### config.mk
export PLATFORM = sky130hd
export DESIGN_NAME = field_cmp_seq
export DESIGN_NICKNAME = d
export VERILOG_FILES = /design/src/rtl/fcs_pkg.sv /design/src/rtl/fcs_edge_det.sv /design/src/rtl/fcs_fsm.sv /design/src/rtl/fcs_irq.sv /design/src/rtl/field_cmp_seq.sv
export SDC_FILE = /design/constraint.sdc
export NUM_CORES = 1
export LEC_CHECK = 0
export BUFFER_PORTS_ARGS = -buffer_cell sky130_fd_sc_hd__buf_2
export CAP_MARGIN = 10
export CORE_AREA = 5 5 44 46
export CTS_CLUSTER_SIZE = 40
export DETAILED_ROUTE_END_ITERATION = 8
export DIE_AREA = 0 0 49 51
export MAX_ROUTING_LAYER = met4
export PLACE_DENSITY = 0.5
export SLEW_MARGIN = 20
export SYNTH_ARGS = -nofsm -noshare
export SYNTH_HDL_FRONTEND = slang
export SYNTH_HIERARCHICAL = 1
export SYNTH_SLANG_ARGS = --single-unit
### constraint.sdc
create_clock -name clk_i -period 1.4 [get_ports clk_i]
set_input_delay 0.35 -clock clk_i [delete_from_list [all_inputs] [get_ports clk_i]]
set_output_delay 0.35 -clock clk_i [all_outputs]
set_load 0.01 [all_outputs]
### src/rtl/fcs_pkg.sv
package fcs_pkg;
  localparam int unsigned STATE_W = 2;

  typedef enum logic [STATE_W-1:0] {
    ST_IDLE     = 2'd0,
    ST_WAIT_ACT = 2'd1,
    ST_CMP      = 2'd2,
    ST_WAIT_ISR = 2'd3
  } fcs_state_e;
endpackage

### src/rtl/fcs_edge_det.sv
module fcs_edge_det #(
  parameter int unsigned W = 1
) (
  input  logic         clk_i,
  input  logic         rst_ni,
  input  logic [W-1:0] sig_i,
  output logic [W-1:0] rise_o
);
  logic [W-1:0] sig_q;

  always_ff @(posedge clk_i or negedge rst_ni) begin
    if (!rst_ni) sig_q <= '0;
    else         sig_q <= sig_i;
  end

  assign rise_o = sig_i & ~sig_q;
endmodule

### src/rtl/fcs_fsm.sv
module fcs_fsm
  import fcs_pkg::*;
(
  input  logic       clk_i,
  input  logic       rst_ni,
  input  logic       start_i,
  input  logic       frame_i,
  input  logic       vs_rise_i,
  input  logic       field_odd_i,
  input  logic       active_done_i,
  input  logic       code_drained_i,
  input  logic       irq_en_i,
  input  logic       stat_rd_i,
  output fcs_state_e state_o,
  output logic       end_o,
  output logic       err_evt_o,
  output logic       start_acc_o
);
  fcs_state_e state_q, state_d;
  logic odd_only_q;
  logic act_seen_q;
  logic end_q;
  logic field_done;
  logic arm_hit;

  // drain counts only once the active area is done
  assign field_done  = (act_seen_q | active_done_i) & code_drained_i;
  assign arm_hit     = vs_rise_i & (~odd_only_q | field_odd_i);
  assign err_evt_o   = (state_q == ST_CMP) & vs_rise_i;
  assign start_acc_o = (state_q == ST_IDLE) & start_i;

  always_comb begin
    state_d = state_q;
    unique case (state_q)
      ST_IDLE:     if (start_i) state_d = ST_WAIT_ACT;
      ST_WAIT_ACT: if (arm_hit) state_d = ST_CMP;
      ST_CMP: begin
        if (vs_rise_i)       state_d = irq_en_i ? ST_WAIT_ISR : ST_IDLE;
        else if (field_done) state_d = ST_IDLE;
      end
      ST_WAIT_ISR: if (stat_rd_i) state_d = ST_IDLE;
      default:     state_d = ST_IDLE;
    endcase
  end

  always_ff @(posedge clk_i or negedge rst_ni) begin
    if (!rst_ni) begin
      state_q    <= ST_IDLE;
      odd_only_q <= 1'b0;
      act_seen_q <= 1'b0;
      end_q      <= 1'b0;
    end else begin
      state_q <= state_d;
      if (start_acc_o) odd_only_q <= frame_i;
      if (state_q != ST_CMP)  act_seen_q <= 1'b0;
      else if (active_done_i) act_seen_q <= 1'b1;
      end_q <= (state_q == ST_CMP) & ~vs_rise_i & field_done;
    end
  end

  assign state_o = state_q;
  assign end_o   = end_q;

  assert_end_pulse_R5: assert property (@(posedge clk_i) disable iff (!rst_ni)
    end_o |=> !end_o);

  assert_end_after_cmp_R5: assert property (@(posedge clk_i) disable iff (!rst_ni)
    end_o |-> (state_q == ST_IDLE && $past(state_q) == ST_CMP));

  assert_no_end_on_err_R6: assert property (@(posedge clk_i) disable iff (!rst_ni)
    (state_q == ST_CMP && vs_rise_i) |=> !end_o);

  assert_wait_odd_R4: assert property (@(posedge clk_i) disable iff (!rst_ni)
    (state_q == ST_WAIT_ACT && odd_only_q && !field_odd_i) |=> state_q == ST_WAIT_ACT);

  assert_cmp_entry_R11: assert property (@(posedge clk_i) disable iff (!rst_ni)
    (state_q == ST_CMP && $past(state_q) != ST_CMP) |-> $past(state_q) == ST_WAIT_ACT);

  assert_cmp_needs_vsync_R3: assert property (@(posedge clk_i) disable iff (!rst_ni)
    (state_q == ST_CMP && $past(state_q) == ST_WAIT_ACT) |-> $past(vs_rise_i));
endmodule

### src/rtl/fcs_irq.sv
module fcs_irq (
  input  logic clk_i,
  input  logic rst_ni,
  input  logic err_evt_i,
  input  logic irq_en_i,
  input  logic start_acc_i,
  input  logic stat_rd_i,
  output logic daterr_o,
  output logic irq_o,
  output logic stat_o
);
  logic daterr_q, irq_q, stat_q;

  always_ff @(posedge clk_i or negedge rst_ni) begin
    if (!rst_ni) begin
      daterr_q <= 1'b0;
      irq_q    <= 1'b0;
      stat_q   <= 1'b0;
    end else begin
      if (err_evt_i)        daterr_q <= 1'b1;
      else if (start_acc_i) daterr_q <= 1'b0;

      // set wins over a read in the same cycle
      if (err_evt_i)      stat_q <= 1'b1;
      else if (stat_rd_i) stat_q <= 1'b0;

      if (err_evt_i && irq_en_i) irq_q <= 1'b1;
      else if (stat_rd_i)        irq_q <= 1'b0;
    end
  end

  assign daterr_o = daterr_q;
  assign irq_o    = irq_q;
  assign stat_o   = stat_q;

  assert_irq_has_err_R7: assert property (@(posedge clk_i) disable iff (!rst_ni)
    irq_o |-> daterr_o);

  assert_irq_gated_R8: assert property (@(posedge clk_i) disable iff (!rst_ni)
    $rose(irq_o) |-> $past(irq_en_i));

  assert_rd_clears_R9: assert property (@(posedge clk_i) disable iff (!rst_ni)
    (stat_rd_i && !err_evt_i) |=> (!stat_o && !irq_o));
endmodule

### src/rtl/field_cmp_seq.sv
module field_cmp_seq
  import fcs_pkg::*;
(
  input  logic               clk_i,
  input  logic               rst_ni,
  input  logic               start_i,
  input  logic               frame_i,
  input  logic               vsync_i,
  input  logic               field_odd_i,
  input  logic               active_done_i,
  input  logic               code_drained_i,
  input  logic               irq_en_i,
  input  logic               stat_rd_i,
  output logic [STATE_W-1:0] state_o,
  output logic               end_o,
  output logic               daterr_o,
  output logic               irq_o,
  output logic               stat_o
);
  logic       vs_rise;
  logic       err_evt;
  logic       start_acc;
  fcs_state_e state;

  fcs_edge_det #(.W(1)) u_vs_edge (
    .clk_i  (clk_i),
    .rst_ni (rst_ni),
    .sig_i  (vsync_i),
    .rise_o (vs_rise)
  );

  fcs_fsm u_fsm (
    .clk_i          (clk_i),
    .rst_ni         (rst_ni),
    .start_i        (start_i),
    .frame_i        (frame_i),
    .vs_rise_i      (vs_rise),
    .field_odd_i    (field_odd_i),
    .active_done_i  (active_done_i),
    .code_drained_i (code_drained_i),
    .irq_en_i       (irq_en_i),
    .stat_rd_i      (stat_rd_i),
    .state_o        (state),
    .end_o          (end_o),
    .err_evt_o      (err_evt),
    .start_acc_o    (start_acc)
  );

  fcs_irq u_irq (
    .clk_i       (clk_i),
    .rst_ni      (rst_ni),
    .err_evt_i   (err_evt),
    .irq_en_i    (irq_en_i),
    .start_acc_i (start_acc),
    .stat_rd_i   (stat_rd_i),
    .daterr_o    (daterr_o),
    .irq_o       (irq_o),
    .stat_o      (stat_o)
  );

  assign state_o = state;

  assert_isr_holds_irq_R7: assert property (@(posedge clk_i) disable iff (!rst_ni)
    (state == ST_WAIT_ISR) |-> irq_o);
endmodule

==> results.toml <==
[outcome]
status = "complete, no violations"

[drt]
vias_per_cell = 4.54
dr.first_iter.drc_count = 11
wl_per_cell_um = 11.8
drt-pass1-iter-count = 3
antenna_left = 0
drt_wl_total_um = 838
drc = 0
vias = 322

[placed_design]
port_buffers = 15
gp_congestion = 0.740
placed_cells = 66
dp_hpwl_um = 667
place_area_um2 = 497
pre_cts_ws_ns = 0.200

[timing]
tightest_slew_ns = 0.347
clock_skew_ns = 0.00370
maxSlewViolCount = 0
max_freq_ghz = 0.793
fin_ws_ns = 0.140
setup_tns_ns = 0
hold_violations = 0
fin_crit_ns = 1.26
fin_crit_sh_pct = 90.0
max-slew-margin-rel_pct = 76.7
grt_setup_unrepaired = "false"
setup_viol_count_final = 0

[pwr]
ir_worst_vdd_v = 0.000585
power_mw = 0.914
p_per_area_nw_per_um2 = 1710
power.leakage_nw = 0.281

[worst_setup_path]
crit_required_ns = 1.05
crit_buf_inv = 1
cpMaxStageDelayCell = "dfrtp_1"
crit_fanout = 8
startpoint_type = "flop"
crit_chain = "buf_2"
crit_arrival_ns = 0.91
crit_family = "flip-flops"
crit_type = "flop to output port"
slowest_delay_ns = 0.47
endpoint_kind = "output port"

[die]
die_h_um = 51
die_x_um = 49
design.portCount = 16
die_area_um2 = 2500
initial_core_util_pct = 27.3
rows = 14
coreArea_um2 = 1470

[cts]
clock_latency_ns = 0.25
clk_path_buf_depth = 2
cts.sinks = 9
cts-root-buf = "clkbuf_4"
post_cts_buffers = 0
cts.htree.levels = 1
cts_tree = "built"
cts_made_buffers = 3
path_clk_slew_ns = 0.06

[synth]
ys_seq_elements = 9
synth_nets = 45
avgSynthCellArea_um2 = 11.5
synthCells = 35
yosysSeqAreaShare_pct = 56.1
synth.distinct_cells = 20
syn_area_um2 = 402
ys_warn_count = 6

[min_path]
hold_class = "primary input to flop"

[layout]
synthToLayoutAreaGrowth_pct = 32.7
drive_above_1_share_pct = 45.5
diodes = 0
multi_input_area_um2 = 158
fill_cells = 173
regArea_um2 = 225
mostFrequentLayoutCells = "buf_2, dfrtp_1, clkbuf_4, inv_1"
final_common_cell = "buf_2"
stdcell_area_um2 = 533
stdcell_count = 71
fin_nets = 66

[global_route]
grt_max_degree = 10
antenna_found_initial = 0
grt_usage_pct = 8.14
overflow = 0
grt_pass1_vias = 318
grt_pass1_wl_mm = 1.46

[job]
maxCapViolations = 0
## sequential cells by signal, indices dropped and copies added, names as in the netlist
| register | flops |
|---|---|
| u_fsm/act_seen_q | 1 |
| u_irq/irq_o | 1 |
| u_fsm/end_o | 1 |
| u_vs_edge/sig_q | 1 |
| u_irq/daterr_o | 1 |
| u_fsm/state_o | 2 |
| u_irq/stat_o | 1 |
| u_fsm/odd_only_q | 1 |
## metrics by stage
| stage | hold slack (ns) | utilization, % |
|---|---|---|
| final | 0.219 | 36.2 |
| after global routing | 0.210 | 36.2 |
| after floorplan | 0.0544 | - |
| after detailed placement | 0.219 | 33.8 |
| after global placement | 0.213 | 33.8 |
| after CTS | 0.210 | 36.2 |
## routing by layer
layer  wire length, µm  global-route usage [%]  vias to the layer above
li1                  -                       -                      164
met1               412                    10.6                      146
met2               331                    9.78                       12
met3                94                    4.65                        0
met4                 0                    4.04                        0
met5                 0                       -                        -
## final cells by class
type	count	area share (%)
clock buffers	4	4.93
inverters	5	3.52
multi-input cells	21	29.6
flip-flops and latches	9	42.3
well taps	16	3.76
repair buffers	16	16.0
## power breakdown
group | leakage (nW) | switching [mW] | internal (mW)
clock | 0.0150 | 0.0859 | 0.110
sequential | 0.114 | 0.0718 | 0.338
combinational | 0.151 | 0.147 | 0.162
## final timing paths
path / from / end / slack, ns / cells past startpoint
max: u_fsm/state_o[0] / state_o[0] / 0.14 / 1
min: vsync_i / u_vs_edge/sig_q / 0.22 / 1
max reg2reg: u_fsm/state_o[1] / u_fsm/odd_only_q / 0.23 / 3
min reg2reg: u_irq/stat_o / u_irq/stat_o / 0.48 / 1
max in group asynchronous: rst_ni / u_irq/irq_o / 0.75 / 2
min in group asynchronous: rst_ni / u_fsm/end_o / 0.47 / 2
## synthesized netlist by cell type, drive strengths merged
library cell	n	area, µm²
a211oi	1	7.51
a21boi	1	7.51
a21o	2	17.5
a21oi	1	5.00
a22o	1	8.76
and3	2	17.5
dfrtp	9	225
inv	5	18.8
mux2	1	15.0
nand2	1	3.75
nand2b	2	12.5
nor2	1	3.75
nor2b	2	20.0
nor3	2	10.0
nor4	1	6.26
o21ai	1	5.00
o221ai	2	17.5
## logic make-up (layout without fill, tap and decap cells)
| family | Yosys count | count (layout) | synth area share [%] |
|---|---|---|---|
| and+or+nand+nor | 11 | 11 | 18.4 |
| AOI/OAI and AO/OA | 9 | 9 | 17.1 |
| DFF | 9 | 9 | 56.1 |
| buffers and inverters | 5 | 25 | 4.67 |
| muxes | 1 | 1 | 3.74 |
## timing repair
action,CTS,global route
gates resized for setup,0,0
endpoints found under the hold margin,9,0
hold buffers,1,0
endpoints found under the setup margin,0,0
(Power assumes the default switching activity.)
